### src/rtl/fcd_pkg.sv
package fcd_pkg;

    typedef enum logic [3:0] {
        ST_IDLE,
        ST_UNL1,
        ST_UNL2,
        ST_PGM_WAIT,
        ST_ERS1,
        ST_ERS2,
        ST_ERS3,
        ST_AUTOSEL,
        ST_PGM_BUSY,
        ST_CHIP_BUSY,
        ST_SECT_WIN,
        ST_SECT_BUSY,
        ST_SUSP
    } fcd_state_e;

    localparam logic [7:0]  CB_UNLOCK1 = 8'hAA;
    localparam logic [7:0]  CB_UNLOCK2 = 8'h55;
    localparam logic [7:0]  CB_PROGRAM = 8'hA0;
    localparam logic [7:0]  CB_ERASE   = 8'h80;
    localparam logic [7:0]  CB_CHIP    = 8'h10;
    localparam logic [7:0]  CB_SECTOR  = 8'h30;
    localparam logic [7:0]  CB_SUSPEND = 8'hB0;
    localparam logic [7:0]  CB_RESET   = 8'hF0;
    localparam logic [7:0]  CB_AUTOSEL = 8'h90;

    localparam logic [15:0] CA_FIRST   = 16'h0555;
    localparam logic [15:0] CA_SECOND  = 16'h02AA;

    localparam logic [1:0]  RS_ARRAY   = 2'd0;
    localparam logic [1:0]  RS_STATUS  = 2'd1;
    localparam logic [1:0]  RS_IDENT   = 2'd2;

    function automatic logic [1:0] mode_of(input fcd_state_e s);
        case (s)
            ST_AUTOSEL:   return RS_IDENT;
            ST_PGM_BUSY,
            ST_CHIP_BUSY,
            ST_SECT_WIN,
            ST_SECT_BUSY: return RS_STATUS;
            default:      return RS_ARRAY;
        endcase
    endfunction

endpackage

### src/rtl/fcd_cmd_match.sv
module fcd_cmd_match
    import fcd_pkg::*;
#(
    parameter int CMD_AW = 11
) (
    input  logic              wr_en,
    input  logic [CMD_AW-1:0] cmd_addr,
    input  logic [7:0]        cmd_data,
    output logic              m_unl1,
    output logic              m_unl2,
    output logic              m_pgm,
    output logic              m_ers,
    output logic              m_chip,
    output logic              m_auto,
    output logic              m_sect,
    output logic              m_susp,
    output logic              m_reset
);
    localparam logic [CMD_AW-1:0] ADDR_A = CMD_AW'(CA_FIRST);
    localparam logic [CMD_AW-1:0] ADDR_B = CMD_AW'(CA_SECOND);

    logic at_a;
    logic at_b;

    assign at_a    = wr_en && (cmd_addr == ADDR_A);
    assign at_b    = wr_en && (cmd_addr == ADDR_B);

    assign m_unl1  = at_a && (cmd_data == CB_UNLOCK1);
    assign m_unl2  = at_b && (cmd_data == CB_UNLOCK2);
    assign m_pgm   = at_a && (cmd_data == CB_PROGRAM);
    assign m_ers   = at_a && (cmd_data == CB_ERASE);
    assign m_chip  = at_a && (cmd_data == CB_CHIP);
    assign m_auto  = at_a && (cmd_data == CB_AUTOSEL);
    // data-only commands: any address
    assign m_sect  = wr_en && (cmd_data == CB_SECTOR);
    assign m_susp  = wr_en && (cmd_data == CB_SUSPEND);
    assign m_reset = wr_en && (cmd_data == CB_RESET);
endmodule

### src/rtl/fcd_win_timer.sv
module fcd_win_timer #(
    parameter int WIN_CYCLES = 64
) (
    input  logic clk,
    input  logic rst_n,
    input  logic run,
    input  logic restart,
    output logic expired
);
    localparam int CW = (WIN_CYCLES > 2) ? $clog2(WIN_CYCLES) : 1;
    localparam logic [CW-1:0] LIMIT = CW'(WIN_CYCLES - 1);

    logic [CW-1:0] cnt;

    assign expired = run && (cnt == LIMIT);

    always_ff @(posedge clk or negedge rst_n) begin
        if (!rst_n) begin
            cnt <= '0;
        end else if (restart) begin
            cnt <= '0;
        end else if (!run) begin
            cnt <= '0;
        end else if (!expired) begin
            cnt <= cnt + 1'b1;
        end
    end
endmodule

### src/rtl/fcd_sector_set.sv
module fcd_sector_set #(
    parameter int SECT_BITS = 3,
    localparam int N_SECT   = 1 << SECT_BITS
) (
    input  logic                 clk,
    input  logic                 rst_n,
    input  logic                 clr,
    input  logic                 load_all,
    input  logic                 add,
    input  logic [SECT_BITS-1:0] sect_idx,
    input  logic [N_SECT-1:0]    prot_mask,
    output logic [N_SECT-1:0]    set_q
);
    logic [N_SECT-1:0] add_vec;

    generate
        for (genvar g = 0; g < N_SECT; g++) begin : g_dec
            assign add_vec[g] = (sect_idx == SECT_BITS'(g)) && !prot_mask[g];
        end
    endgenerate

    always_ff @(posedge clk or negedge rst_n) begin
        if (!rst_n) begin
            set_q <= '0;
        end else if (clr) begin
            set_q <= '0;
        end else if (load_all) begin
            set_q <= ~prot_mask;
        end else if (add) begin
            set_q <= set_q | add_vec;
        end
    end
endmodule

### src/rtl/flash_cmd_decoder.sv
module flash_cmd_decoder
    import fcd_pkg::*;
#(
    parameter int  ADDR_W     = 19,
    parameter int  SECT_BITS  = 3,
    parameter int  CMD_AW     = 11,
    parameter int  WIN_CYCLES = 64,
    localparam int N_SECT     = 1 << SECT_BITS
) (
    input  logic              clk,
    input  logic              rst_n,
    input  logic              wr_en,
    input  logic [ADDR_W-1:0] wr_addr,
    input  logic [7:0]        wr_data,
    input  logic [N_SECT-1:0] prot_mask,
    input  logic              alg_done,
    output logic              pgm_start,
    output logic [ADDR_W-1:0] pgm_addr,
    output logic [7:0]        pgm_data,
    output logic              chip_start,
    output logic              sect_start,
    output logic              susp_pulse,
    output logic              resume_pulse,
    output logic [N_SECT-1:0] erase_set,
    output logic [1:0]        read_sel
);
    fcd_state_e st, nxt;
    logic pend_win;

    logic m_unl1, m_unl2, m_pgm, m_ers, m_chip, m_auto, m_sect, m_susp, m_reset;
    logic go_pgm, go_chip, go_sect, go_susp, go_res;
    logic set_add, set_all, t_restart, t_expired;
    logic [SECT_BITS-1:0] wr_sect;
    logic wr_prot;

    assign wr_sect = wr_addr[ADDR_W-1 -: SECT_BITS];
    assign wr_prot = prot_mask[wr_sect];

    fcd_cmd_match #(.CMD_AW(CMD_AW)) u_match (
        .wr_en    (wr_en),
        .cmd_addr (wr_addr[CMD_AW-1:0]),
        .cmd_data (wr_data),
        .m_unl1   (m_unl1),
        .m_unl2   (m_unl2),
        .m_pgm    (m_pgm),
        .m_ers    (m_ers),
        .m_chip   (m_chip),
        .m_auto   (m_auto),
        .m_sect   (m_sect),
        .m_susp   (m_susp),
        .m_reset  (m_reset)
    );

    fcd_win_timer #(.WIN_CYCLES(WIN_CYCLES)) u_timer (
        .clk     (clk),
        .rst_n   (rst_n),
        .run     (st == ST_SECT_WIN),
        .restart (t_restart),
        .expired (t_expired)
    );

    fcd_sector_set #(.SECT_BITS(SECT_BITS)) u_set (
        .clk       (clk),
        .rst_n     (rst_n),
        .clr       (nxt == ST_IDLE),
        .load_all  (set_all),
        .add       (set_add),
        .sect_idx  (wr_sect),
        .prot_mask (prot_mask),
        .set_q     (erase_set)
    );

    // state register
    always_ff @(posedge clk or negedge rst_n) begin
        if (!rst_n) begin
            st       <= ST_IDLE;
            pend_win <= 1'b0;
        end else begin
            st <= nxt;
            if (go_susp) begin
                pend_win <= (st == ST_SECT_WIN);
            end
        end
    end

    // next state and actions
    always_comb begin
        nxt       = st;
        go_pgm    = 1'b0;
        go_chip   = 1'b0;
        go_sect   = 1'b0;
        go_susp   = 1'b0;
        go_res    = 1'b0;
        set_add   = 1'b0;
        set_all   = 1'b0;
        t_restart = 1'b0;
        unique case (st)
            ST_IDLE: begin
                if (m_unl1) nxt = ST_UNL1;
            end
            ST_UNL1: begin
                if (wr_en) nxt = m_unl2 ? ST_UNL2 : ST_IDLE;
            end
            ST_UNL2: begin
                if (wr_en) begin
                    if (m_pgm)       nxt = ST_PGM_WAIT;
                    else if (m_ers)  nxt = ST_ERS1;
                    else if (m_auto) nxt = ST_AUTOSEL;
                    else             nxt = ST_IDLE;
                end
            end
            ST_PGM_WAIT: begin
                if (wr_en) begin
                    if (!wr_prot) begin
                        go_pgm = 1'b1;
                        nxt    = ST_PGM_BUSY;
                    end else begin
                        nxt = ST_IDLE;
                    end
                end
            end
            ST_ERS1: begin
                if (wr_en) nxt = m_unl1 ? ST_ERS2 : ST_IDLE;
            end
            ST_ERS2: begin
                if (wr_en) nxt = m_unl2 ? ST_ERS3 : ST_IDLE;
            end
            ST_ERS3: begin
                if (m_chip) begin
                    if (|(~prot_mask)) begin
                        go_chip = 1'b1;
                        set_all = 1'b1;
                        nxt     = ST_CHIP_BUSY;
                    end else begin
                        nxt = ST_IDLE;
                    end
                end else if (m_sect) begin
                    set_add   = 1'b1;
                    t_restart = 1'b1;
                    nxt       = ST_SECT_WIN;
                end else if (wr_en) begin
                    nxt = ST_IDLE;
                end
            end
            ST_AUTOSEL: begin
                if (m_reset) nxt = ST_IDLE;
            end
            ST_PGM_BUSY, ST_CHIP_BUSY: begin
                if (alg_done) nxt = ST_IDLE;
            end
            ST_SECT_WIN: begin
                if (m_sect) begin
                    set_add   = 1'b1;
                    t_restart = 1'b1;
                end else if (m_susp) begin
                    go_susp = 1'b1;
                    nxt     = ST_SUSP;
                end else if (wr_en) begin
                    nxt = ST_IDLE;
                end else if (t_expired) begin
                    if (|erase_set) begin
                        go_sect = 1'b1;
                        nxt     = ST_SECT_BUSY;
                    end else begin
                        nxt = ST_IDLE;
                    end
                end
            end
            ST_SECT_BUSY: begin
                if (alg_done) begin
                    nxt = ST_IDLE;
                end else if (m_susp) begin
                    go_susp = 1'b1;
                    nxt     = ST_SUSP;
                end
            end
            ST_SUSP: begin
                if (m_sect) begin
                    go_res = 1'b1;
                    if (pend_win) begin
                        t_restart = 1'b1;
                        nxt       = ST_SECT_WIN;
                    end else begin
                        nxt = ST_SECT_BUSY;
                    end
                end
            end
            default: nxt = ST_IDLE;
        endcase
    end

    // registered outputs
    always_ff @(posedge clk or negedge rst_n) begin
        if (!rst_n) begin
            pgm_start    <= 1'b0;
            pgm_addr     <= '0;
            pgm_data     <= '0;
            chip_start   <= 1'b0;
            sect_start   <= 1'b0;
            susp_pulse   <= 1'b0;
            resume_pulse <= 1'b0;
            read_sel     <= RS_ARRAY;
        end else begin
            pgm_start    <= go_pgm;
            chip_start   <= go_chip;
            sect_start   <= go_sect;
            susp_pulse   <= go_susp;
            resume_pulse <= go_res;
            read_sel     <= mode_of(nxt);
            if (go_pgm) begin
                pgm_addr <= wr_addr;
                pgm_data <= wr_data;
            end
        end
    end
endmodule

### config.mk
export PLATFORM = sky130hd
export DESIGN_NAME = flash_cmd_decoder
export DESIGN_NICKNAME = d
export VERILOG_FILES = /design/src/rtl/fcd_pkg.sv /design/src/rtl/fcd_cmd_match.sv /design/src/rtl/fcd_win_timer.sv /design/src/rtl/fcd_sector_set.sv /design/src/rtl/flash_cmd_decoder.sv
export SDC_FILE = /design/constraint.sdc
export NUM_CORES = 1
export LEC_CHECK = 0
export ABC_AREA = 1
export CORE_MARGIN = 2
export CORE_UTILIZATION = 51
export CTS_BUF_LIST = sky130_fd_sc_hd__clkbuf_2
export DETAILED_ROUTE_END_ITERATION = 10
export PLACE_DENSITY = 0.89
export SETUP_SLACK_MARGIN = 0.4
export SLEW_MARGIN = 20
export SYNTH_ARGS = -nofsm -noshare
export SYNTH_HDL_FRONTEND = slang
export SYNTH_SLANG_ARGS = --single-unit
export TNS_END_PERCENT = 10
### constraint.sdc
create_clock -name clk -period 2.4 [get_ports clk]
set_input_delay 0.36 -clock clk [delete_from_list [all_inputs] [get_ports clk]]
set_output_delay 0.36 -clock clk [all_outputs]
set_load 0.01 [all_outputs]
After elaboration in Yosys (flattened, before gate mapping)

Index checks and enable logic that the tools add are counted.

Bits in registers: 53
Output and inout port bits: 42

Multiplexer cells: 61
Bitwise operators: 2
Equal/unequal tests: 37
Reduce and logical (&&, ||, !) cells: 36
Magnitude comparators: 1
Add/subtract/negate cells: 1

Operators with widths:

| cell                                                              | count |
|---|---|
| 4-bit 2-to-1 mux                                                  | 21 |
| 8-bit == test, second input constant                              | 6 |
| 4-bit one-hot mux with 12 select lines                            | 1 |
| 4-bit == test, second input constant                              | 9 |
| 8-bit 2-to-1 mux                                                  | 3 |
| 1-bit 2-to-1 mux                                                  | 22 |
| 4-bit by 3-bit == test with 1-bit output, second input constant   | 5 |
| 1-bit logical AND                                                 | 20 |
| 6-bit 2-to-1 mux                                                  | 3 |
| 8-bit OR reduction                                                | 2 |
| 3-bit 2-to-1 mux                                                  | 5 |
| 3-bit == test, second input constant                              | 4 |
| 11-bit by 10-bit == test with 1-bit output, second input constant | 1 |
| 11-bit == test, second input constant                             | 1 |
| 4-bit by 2-bit == test with 1-bit output, second input constant   | 2 |
| 8-bit by 5-bit == test with 1-bit output, second input constant   | 1 |
| 8-bit by 6-bit == test with 1-bit output, second input constant   | 1 |
| 8-bit by 7-bit == test with 1-bit output, second input constant   | 1 |
| 1-bit zero test                                                   | 8 |
| 4-bit zero test                                                   | 2 |
| 8-bit inverter                                                    | 1 |
| 8-bit bitwise OR                                                  | 1 |
| 6-bit by 1-bit adder with 6-bit output, second input constant     | 1 |
| 3-bit by 2-bit == test with 1-bit output, second input constant   | 2 |
| 14 further kinds                                                  | 15 |

Depth between registers and ports, before layout

Gate-level depths: netlist of the first run.

Word-level depth: 11
Gate-level depth with buffers: 14
Depth with buffers taken out: 14

Cells and area by module

Synthesis of the first run repeated with hierarchy kept, for this count alone.

Cells, all modules: 511
Area total of the unflattened synthesis: 3,321.9 µm²

By module, submodules not included:

| module            | sequential area each (µm²) | cells each | area each (µm²) | instances |
|---|---|---|---|---|
| flash_cmd_decoder | 975.9                      | 321        | 2,160.8         | 1 |
| fcd_sector_set    | 200.2                      | 79         | 501.7           | 1 |
| fcd_win_timer     | 150.1                      | 45         | 355.3           | 1 |
| fcd_cmd_match     | 0.0                        | 66         | 304.0           | 1 |

Worst setup path after synthesis of the first run

OpenSTA, ideal clock, no wires.

Path kind: reg2reg
From: register u_timer.cnt[0]
To: register u_set.set_q[0]
Path buffers: 0
Slack: 616 ps
Data arrival time: 1,662 ps
Cell stages (with the launch flop): 13
Setup time: 121 ps
Cells stage by stage: dfrtp_1 -> ha_1 -> nand2_1 -> nor2_2 -> nand2_4 -> nor2_8 -> nand3_2 -> nand3_1 -> nand3_1 -> nor2_2 -> nand3_2 -> nor2_4 -> nor2_1

Longest elaborated chain between the ends: 9
Elaborated cells between the ends (all ways): 10
Classes of those cells: 1 x eq/ne; 6 x mux; 3 x reduce/logical

RTL lines:

| item                                                             | RTL line                 | text |
|---|---|---|
| start, declared                                                  | fcd_win_timer.sv:13      | `logic [CW-1:0] cnt;` |
| start signal, assigned                                           | fcd_win_timer.sv:25      | `cnt <= cnt + 1'b1;` |
| 6-bit == test (*)                                                | fcd_win_timer.sv:15      | `assign expired = run && (cnt == LIMIT);` |
| 1-bit logical AND (*)                                            | fcd_win_timer.sv:15      |  |
| 4-bit 2-to-1 mux (*)                                             | flash_cmd_decoder.sv:160 | `end else if (t_expired) begin` |
| 4-bit 2-to-1 mux (*)                                             | flash_cmd_decoder.sv:158 | `end else if (wr_en) begin` |
| 4-bit 2-to-1 mux (*)                                             | flash_cmd_decoder.sv:155 | `end else if (m_susp) begin` |
| 4-bit 2-to-1 mux (*)                                             | flash_cmd_decoder.sv:152 | `if (m_sect) begin` |
| 4-bit one-hot mux with 12 select lines (*)                       | flash_cmd_decoder.sv:97  | `unique case (st)` |
| 4-bit zero test (*)                                              | flash_cmd_decoder.sv:65  | `.clr (nxt == ST_IDLE),` |
| 3-bit nonzero test (no line) or 8-bit 2-to-1 mux (tied branches) | --                       |  |
| end signal, assigned                                             | fcd_sector_set.sv:28     | `set_q <= ~prot_mask;` |
| end signal, assigned                                             | fcd_sector_set.sv:30     | `set_q <= set_q \| add_vec;` |
| end, declared                                                    | fcd_sector_set.sv:12     | `output logic [N_SECT-1:0] set_q` |

Mark *: on every way between the ends. The rest lies on a longest branch, timed or not.
A chain may end at the register's enable or synchronous reset.

Worst setup path in the final report of the first run

From: register u_timer.cnt[0]
To: register u_set.set_q[1]

The elaborated chain is that of the path after synthesis.

==> results.cfg, run 1 <==
[floorplanning]
dieArea_sq_mm = 0.006866
die_w_microns = 82.86
row_count = 28
coreArea_sq_mm = 0.005956
pin_count = 81
initial_core_util = 0.5326
die_y_microns = 82.86

[place]
place.gp.congestion = 0.9579
io_buffers = 80
dp_hpwl_mm = 6.925

[clocking]
clock-sinks = 53
cts_htree_levels = 2
cts_root_buffer = clkbuf_2
insertion_delay_ns = 0.48
cts_tree = built
cts_max_path_buffers = 2
cts_buffers = 5
path_clk_slew_ns = 0.30

[timing]
rsz0062_at_grt = yes
slew_headroom = 0.5433
finalClockSkew_ns = 0.03592
setup_violations = 0
slew_viol_final = 0
hold_ws_ns = 0.3817
tns_ns = 0
hold_viol_final = 0
fin_crit_ns = 2.025
final.period_utilization = 0.8439
max_clock_freq_mhz = 493.7
worst-slew-pin-transition_ns = 0.6851

[worst_hold_path]
hp-class = input pin to register
hold_path_end = pgm_addr[15]
min-delay-start = wr_addr[15]
whs_path_depth = 3

[layout]
area_growth_pct = 34.79
drive_above_1_share = 0.1237
nets = 613
utilization = 0.7179
diodes = 0
fill_cells = 505

[critical_path]
crit_type = register to register
rr_worst_depth = 14
cp_data_required_time_ns = 2.80
arrival_ns = 2.42
r2r_start = u_timer.cnt[0]
crit_fanout = 8
r2r_setup_slack_ns = 0.37
cp-end-kind = register
startpoint_type = register
worstReg2RegEnd = u_set.set_q[1]

[synth]
ys_seq_elements = 53
synth_area_per_cell_sq_um = 6.734
ys_seq_area_frac = 0.4181
yosysWarnings = 0
synthesis.nets = 511
syn_area_sq_mm = 0.003172
synthCells = 471
synth.distinct_cells = 29

[detailed_routing]
wl_per_cell_microns = 14.38
drt_first_iter_violations = 244
drt-total-wl_mm = 9.332
postRouteAntennaNets = 0
viasPerCell = 5.265
vias = 3417
first_pass_iters = 6
drc = 0

[grt]
gr-total-overflow = 0
grt_max_degree = 54
grt_usage = 0.2626
antenna_found_initial = 0
grt_pass1_vias = 3330
grt_pass1_wl_mm = 15.01

[pwr]
ir_drop_uv = 238.8
p_leak_nw = 2.196
pwr_density_cell_mw_per_mm2 = 379.7

[outcome]
status = completed

[flow_run]
maxCapViolations = 0
-- power by group --
| part | total, mW | switching (mW) | internal, mW |
|---|---|---|---|
| logic | 0.290 | 0.138 | 0.152 |
| registers | 0.949 | 0.0196 | 0.930 |
| clock network | 0.384 | 0.309 | 0.0752 |
| total | 1.62 | 0.467 | 1.16 |
-- cell usage after synthesis (all sizes together) --
| cell type | n | area, sq um |
|---|---|---|
| clkinv | 1 | 3.750 |
| nand3b | 1 | 7.510 |
| nand4 | 8 | 50.05 |
| dfrtp | 53 | 1326 |
| nand2 | 167 | 646.9 |
| nand3 | 35 | 195.2 |
| clkbuf | 2 | 7.510 |
| a21oi | 15 | 78.83 |
| and2 | 1 | 6.260 |
| ha | 1 | 12.51 |
| o21bai | 1 | 7.510 |
| buf | 6 | 42.54 |
| nor2 | 81 | 365.3 |
| o21ai | 27 | 135.1 |
| nor3 | 9 | 50.05 |
| inv | 63 | 236.5 |
-- state kept, by name (all words and copies together) (netlist names), 2 cells and up --
signal and count:
st 4, pgm_addr 19, pgm_data 8, u_timer.cnt 6, read_sel 2, u_set.set_q 8
-- critical path: stages (launching register included) --
cell and delay, ns:
dfrtp_1 0.44, ha_2 0.20, nand2_2 0.08, nor2_4 0.15, nand2_4 0.09, nor2_8 0.14, inv_2 0.05, nor2_2 0.11
nor2_1 0.05, nor2_1 0.08, nand2_1 0.06, nor2_2 0.14, nand3_2 0.10, nor2_4 0.18, nor2_1 0.07
-- placed cells by master (no fill, tap or decap), types with 2 or more instances in the layout --
cell,netlist,final
clkdlybuf4s50_1,0,79
nor2_4,3,5
inv_2,9,9
nand4_1,8,8
clkbuf_2,0,5
inv_1,54,53
clkinv_1,1,2
nand2_2,2,2
nand3_1,31,29
nor3_1,8,8
buf_4,1,22
nor2_1,68,65
nand2_4,2,3
a21oi_1,14,14
dfrtp_1,53,52
nor2_2,9,10
nand2_1,163,162
nand3_2,4,6
o21ai_0,26,26
-- metal layers --
| metal | vias to the layer above | wire, microns | global-route usage |
|---|---|---|---|
| met5 | - | 0 | 0 |
| met2 | 141 | 4603 | 0.4494 |
| met3 | 33 | 524 | 0.04871 |
| met4 | 0 | 251 | 0.08346 |
| li1 | 1665 | - | - |
| met1 | 1578 | 3953 | 0.3365 |
-- metrics by stage --
step	worst slack, ns	instance area [sq um]	cells	total power [mW]
after floorplan	0.6163	3172	471	1.056
after global placement	0.01698	4101	630	1.244
after detailed placement	-0.007079	4101	630	1.252
after CTS	0.4210	4188	642	1.628
after global routing	0.2050	4275	649	1.687
final	0.3745	4275	649	1.623
-- cells by family after synthesis --
family,count (synthesis),share of synthesized area
AO/OA/AOI/OAI,43,0.06982
AND/OR/NAND/NOR,302,0.4166
flip-flops,53,0.4181
buffers and inverters,72,0.09152
adder cells (fa/ha/maj),1,0.003944
-- layout make-up --
class                      count  area, sq um  share of cell area
tap                           75        93.84             0.02195
sequential                    53         1328              0.3105
multi-input combinational    346         1593              0.3725
clock inverter                 3        21.27            0.004975
clock buffer                   5        25.02            0.005853
timing repair buffer         103        970.9              0.2271
inverter                      64        244.0             0.05707
-- how the worst max path moves through the flow --
stage / slack (ns) / end / from
2_1_floorplan: 0.62 / u_set.set_q[0] / u_timer.cnt[0]
3_3_place_gp: 0.02 / u_set.set_q[7] / wr_data[5]
3_5_place_dp: -0.007 / u_set.set_q[1] / wr_data[4]
4_1_cts: 0.42 / u_set.set_q[1] / u_timer.cnt[0]
5_1_grt: 0.21 / u_set.set_q[0] / u_timer.cnt[0]
6_report: 0.37 / u_set.set_q[1] / u_timer.cnt[0]
-- what timing repair did --
| action | 4_1_cts | 5_1_grt |
|---|---|---|
| hold buffers | 1 | 0 |
| hold endpoints to repair | 53 | 0 |
| setup endpoints to repair | 8 | 24 |
| gates resized for setup | 2 | 10 |
| buffers inserted | 3 | 7 |
| pin swaps | 3 | 6 |
Note: power is estimated with default switching activity, not from simulation.
==> run 2: changes to the inputs <==
==> constraint.sdc (replaced) <==
create_clock -name clk -period 1.9 [get_ports clk]
set_input_delay 0.285 -clock clk [delete_from_list [all_inputs] [get_ports clk]]
set_output_delay 0.285 -clock clk [all_outputs]
set_load 0.01 [all_outputs]
==> run 2 against run 1 <==
The flow now finishes with violations (negative setup slack). Non-clock buffer count up 52. Hold slack worse by 0.072 ns. Cell area up 13%. Clock power up 27%. Largest power group unchanged. Routed wire length up 9.8%. Critical path depth unchanged. Global-route usage up 3.1 points. Setup slack worse by 0.49 ns. Largest cell class unchanged. Sequential power up 26%. Utilization up 9.6 points. Clock skew down 0.015 ns. Sequential share of layout area down 3.7 points.
==> results.cfg, run 2 (synthesized netlist as in run 1, its figures left out) <==
[pwr]
power.switching_mw = 0.6134
seqPwrFrac = 0.571
pwr_density_cell_mw_per_mm2 = 433.5
p_int_mw = 1.489
p_sw_frac = 0.2918
p_total_mw = 2.102
combinationalPowerShare = 0.197
ir_drop_uv = 319.2
clkPwrFrac = 0.232
p_leak_nw = 2.731

[critical_path]
crit_type = register to register
startpoint_type = register
crit_fanout = 8
arrival_ns = 2.40
cp-end-kind = register
cp_data_required_time_ns = 2.28

[detailed_routing]
wl_per_cell_microns = 14.62
postRouteAntennaNets = 0
drc = 0
vias = 3677
drt-total-wl_mm = 10.25
drt_first_iter_violations = 378
first_pass_iters = 5
viasPerCell = 5.245

[clocking]
cts_max_path_buffers = 2
path_clk_slew_ns = 0.30
cts_htree_levels = 2
clock-sinks = 53
insertion_delay_ns = 0.46
cts_buffers = 5
cts_root_buffer = clkbuf_2
cts_tree = built

[place]
pre_cts_ws_ns = -0.3988
io_buffers = 80
dp_hpwl_mm = 7.722
place.gp.congestion = 0.9615

[worst_hold_path]
hp-class = input pin to asynchronous set/reset pin

[layout]
diodes = 0
multi_input_area_sq_mm = 0.001702
fill_cells = 395
mostFrequentLayoutCells = nand2_1 (152), buf_4 (65), nor2_1 (62)
nets = 665
area.sequential_sq_mm = 0.001328
drive_above_1_share = 0.2428
largest-register = pgm_addr
largest_register_ffs = 19
layout_commonest_cell = nand2_1
reg_top3 = pgm_addr (19), pgm_data (8), u_set.set_q (8)
area_growth_pct = 52.86

[timing]
worst-slew-pin-transition_ns = 0.6106
tns_ns = -0.8900
final.period_utilization = 1.060
max_clock_freq_mhz = 496.4
fin_crit_ns = 2.014
setup_violations = 9
slew_viol_final = 0
hold_viol_final = 0
finalClockSkew_ns = 0.02117
slew_headroom = 0.5929
layout_setup_ws_ns = -0.1145
rsz0062_at_grt = yes

[floorplanning]
pin_count = 81
die_y_microns = 82.86
initial_core_util = 0.5326
coreArea_sq_mm = 0.005956
dieArea_sq_mm = 0.006866
die_w_microns = 82.86
row_count = 28

[outcome]
violations = negative setup slack
status = finished, violations left

[grt]
grt_usage = 0.2934
gr-total-overflow = 0
grt_pass1_vias = 3575
antenna_found_initial = 0
grt_max_degree = 31
grt_pass1_wl_mm = 16.53

[flow_run]
maxCapViolations = 0
run 2: cell types whose count changed in the layout (fill, tap and decap cells not counted), sizes merged:
cell           before  now
clkdlybuf4s50      79   37
buf                23   76
clkdlybuf4s15       0   21
clkbuf              5   10
dlygate4sd2         0    2
clkinvlp            1    0
inv                63   64
dlymetal6s2s        0   13
run 2: metal layers:
layer	track usage	up-vias	wire [microns]
li1	-	1769	-
met1	0.3553	1692	4117
met2	0.5345	171	5205
met3	0.03877	45	589
met4	0.09985	0	335
met5	0	-	0
run 2: critical path, stage by stage, from the launching register on:
cell	delay, ns
dfrtp_1	0.48
ha_4	0.18
nand2_4	0.07
nor2_4	0.12
nand2_4	0.08
nor2_8	0.10
inv_2	0.05
nor2_2	0.09
nor2_1	0.05
nor2_1	0.09
nand2_1	0.08
nor2_2	0.15
nand3_2	0.13
nor2_4	0.20
nor2_1	0.08
run 2: per-stage QoR:
stage / cells / utilization / instance area, sq um / hold slack (ns)
after global placement: 681 / 0.7601 / 4527 / 0.3178
after floorplan: 471 / - / 3177 / -0.01059
after global routing: 701 / 0.8141 / 4848 / 0.3198
after CTS: 700 / 0.7966 / 4745 / 0.3232
after detailed placement: 681 / 0.7601 / 4527 / 0.3357
final: 701 / 0.8141 / 4848 / 0.3098
run 2: final timing paths:
check / start / endpoint / slack, ns / cells past startpoint
max in group asynchronous: rst_n / pgm_addr[10] / 1.01 / 3
min in group clk: wr_addr[12] / pgm_addr[12] / 0.33 / 3
worst max-delay path: u_timer.cnt[0] / u_set.set_q[7] / -0.11 / 14
worst max register to register: u_timer.cnt[0] / u_set.set_q[7] / -0.11 / 14
worst min-delay path: rst_n / u_set.set_q[1] / 0.31 / 2
worst min register to register: pgm_addr[17] / pgm_addr[17] / 0.52 / 2
run 2: repair_timing:
item                       CTS  global route
cloned                       0             0
hold buffers                 1             0
pin swaps                   24            12
hold endpoints to repair    25             0
buffers inserted            10             1
gates resized for setup     75            58
setup endpoints to repair   91            92
run 2: area by class of cell:
class,instances,share of cell area
repair buffers,155,0.2952
clock inverters,3,0.004387
flip-flops and latches,53,0.2738
clock buffers,5,0.005161
well taps,75,0.01935
inverters,64,0.05110
multi-input cells,346,0.3510
run 2: power groups by stage:
stage                     Sequential, mW  Clock, mW  Combinational (mW)
after global routing                1.21      0.538               0.448
after CTS                           1.20      0.488               0.412
after floorplan                     1.24          0              0.0971
final                               1.20      0.487               0.414
after detailed placement            1.22          0               0.426
after global placement              1.21          0               0.411
==> run 3: changes to the inputs <==
--- a/config.mk
+++ b/config.mk
@@ -7,10 +7,10 @@
 export LEC_CHECK = 0
 export ABC_AREA = 1
 export CORE_MARGIN = 2
-export CORE_UTILIZATION = 51
+export CORE_UTILIZATION = 55
 export CTS_BUF_LIST = sky130_fd_sc_hd__clkbuf_2
 export DETAILED_ROUTE_END_ITERATION = 10
-export PLACE_DENSITY = 0.89
+export PLACE_DENSITY = 0.94
 export SETUP_SLACK_MARGIN = 0.4
 export SLEW_MARGIN = 20
 export SYNTH_ARGS = -nofsm -noshare
==> constraint.sdc (replaced) <==
create_clock -name clk -period 2.5 [get_ports clk]
set_input_delay 0.375 -clock clk [delete_from_list [all_inputs] [get_ports clk]]
set_output_delay 0.375 -clock clk [all_outputs]
set_load 0.01 [all_outputs]
==> run 3 against run 2 <==
The flow now finishes without violations. Utilization decreased by 5.0 points. Die area decreased by 6.9%. Non-clock buffer count decreased by 62. Sequential share of layout area increased by 3.9 points. Clock skew decreased by 0.0012 ns. Register-to-register slack improved by 0.58 ns. Largest cell class unchanged. Largest power group unchanged. Highest routed layer unchanged.
==> results.cfg, run 3 (synthesized netlist as in run 1, its figures left out) <==
[outcome]
status = completed

[clocking]
clock-sinks = 53
path_clk_slew_ns = 0.28
cts_root_buffer = clkbuf_2
cts_htree_levels = 2
cts_tree = built
cts_max_path_buffers = 2
insertion_delay_ns = 0.45
cts_buffers = 5

[grt]
grtUsageMet1 = 0.3617
antenna_found_initial = 0
groute.layer.met3.usage = 0.04412
grt_usage = 0.2802
met2_usage = 0.4850
gr-total-overflow = 0
grt_max_degree = 44
grt_pass1_vias = 3118
busiest_layer = met2
grt_pass1_wl_mm = 14.04

[timing]
slew_headroom = 0.6144
final.period_utilization = 0.8123
hold_viol_final = 0
max_clock_freq_mhz = 492.4
setup_violations = 0
finalClockSkew_ns = 0.01994
layout_setup_ws_ns = 0.4692
rsz0062_at_grt = yes
worst-slew-pin-transition_ns = 0.5784
slew_viol_final = 0
fin_crit_ns = 2.031
tns_ns = 0

[critical_path]
slowest_stage = dfrtp_1
r2r_start = u_timer.cnt[0]
startpoint_type = register
rr_worst_depth = 14
worstReg2RegEnd = u_set.set_q[5]
r2r_setup_slack_ns = 0.47
arrival_ns = 2.39
cp-end-kind = register
crit_path_max_incr_delay_ns = 0.44
critPathMostFrequentCell = nor2_1
crit_type = register to register
cp_data_required_time_ns = 2.86
crit_family = simple AND/OR/NAND/NOR gates
crit_buf_inv = 1
path_cells = ha_1 > nand2_2 > nor2_4 > nand2_4 > nor2_8 > inv_2 > nor2_1 > nor2_1 > nor2_1 > nand2_1 > nor2_4 > nand3_2 > nor2_4 > nor2_1
crit_fanout = 8

[detailed_routing]
postRouteAntennaNets = 0
drt-total-wl_mm = 8.606
wl_per_cell_microns = 13.53
drt_first_iter_violations = 242
first_pass_iters = 5
viasPerCell = 5.281
drc = 0
vias = 3359

[layout]
reg_top3 = pgm_addr (19), pgm_data (8), u_set.set_q (8)
fill_cells = 437
drive_above_1_share = 0.1028
largest_register_ffs = 19
largest-register = pgm_addr
mostFrequentLayoutCells = nand2_1 (161), clkdlybuf4s50_1 (77), nor2_1 (65)
diodes = 0
layout_commonest_cell = nand2_1
area_growth_pct = 33.53
nets = 603

[floorplanning]
die_w_microns = 79.94
dieArea_sq_mm = 0.006390
pin_count = 81
die_y_microns = 79.94
row_count = 27
initial_core_util = 0.5725
coreArea_sq_mm = 0.005540

[pwr]
ir_drop_uv = 265.1
pwr_density_cell_mw_per_mm2 = 384.1
p_leak_nw = 2.162
p_total_mw = 1.627

[place]
io_buffers = 80
pre_cts_ws_ns = 0.02638
dp_hpwl_mm = 6.663
place.gp.congestion = 0.9001

[worst_hold_path]
whs_path_depth = 3
min-delay-start = wr_data[5]
hp-class = input pin to register
hold_path_end = pgm_data[5]

[flow_run]
maxCapViolations = 0
[run 3: cell types whose count changed in the layout (fill, tap and decap cells not counted), sizes merged]
cell / change
buf: -63
bufinv: +1
clkbuf: -5
clkdlybuf4s15: -21
clkdlybuf4s50: +40
clkinv: -1
clkinvlp: +2
dlygate4sd2: -2
dlymetal6s2s: -11
inv: -2
[run 3: metrics by stage]
stage            util  hold WS [ns]  instances  area (sq um)
2_1_floorplan       -       0.07941        471          3172
3_3_place_gp   0.7310        0.4073        619          4050
3_5_place_dp   0.7310        0.4074        619          4050
4_1_cts        0.7462        0.4064        629          4134
5_1_grt        0.7645        0.2358        636          4235
6_report       0.7645        0.2511        636          4235
[run 3: final cells by class]
class | instances | area, sq um | share of cell area
sequential | 53 | 1326 | 0.3131
multi-input combinational | 346 | 1592 | 0.3758
inverter | 64 | 244.0 | 0.05761
clock buffer | 5 | 25.02 | 0.005908
clock inverter | 3 | 41.29 | 0.009749
tap | 72 | 90.09 | 0.02127
timing repair buffer | 93 | 917.1 | 0.2165
[run 3: worst max path at each step]
stage                              start              to  slack [ns]  cells past startpoint
after global routing      u_timer.cnt[0]  u_set.set_q[1]        0.35                     14
after global placement        wr_data[0]  u_set.set_q[3]        0.09                     12
final                     u_timer.cnt[0]  u_set.set_q[5]        0.47                     14
after detailed placement     wr_addr[16]    pgm_addr[12]        0.03                     11
after floorplan           u_timer.cnt[0]  u_set.set_q[0]        0.72                     12
after CTS                 u_timer.cnt[1]  u_set.set_q[6]        0.41                     14
[run 3: per-layer routing]
layer	share of wire	routed length, microns
met1	0.43	3703
met3	0.049	419
met2	0.49	4258
met5	0	0
met4	0.026	225
[run 3: repair_timing]
| action | in CTS | in global routing |
|---|---|---|
| pin swaps | 0 | 3 |
| resized for setup | 0 | 13 |
| hold buffers | 1 | 0 |
| buffers inserted | 1 | 7 |
| endpoints found under the hold margin | 24 | 0 |
| endpoints found under the setup margin | 8 | 20 |
[run 3: worst register-to-register path, stage by stage (launching register included)]
cell and delay, ns:
dfrtp_1 0.44, ha_1 0.20, nand2_2 0.09, nor2_4 0.14
nand2_4 0.08, nor2_8 0.14, inv_2 0.04, nor2_1 0.11
nor2_1 0.06, nor2_1 0.09, nand2_1 0.09, nor2_4 0.12
nand3_2 0.09, nor2_4 0.22, nor2_1 0.07
[run 3: where the power goes]
group          internal [mW]  leakage (nW)  switching (mW)  total, mW
combinational          0.144          1.40           0.134      0.278
sequential             0.892         0.722          0.0179      0.910
clock                  0.165        0.0366           0.274      0.439
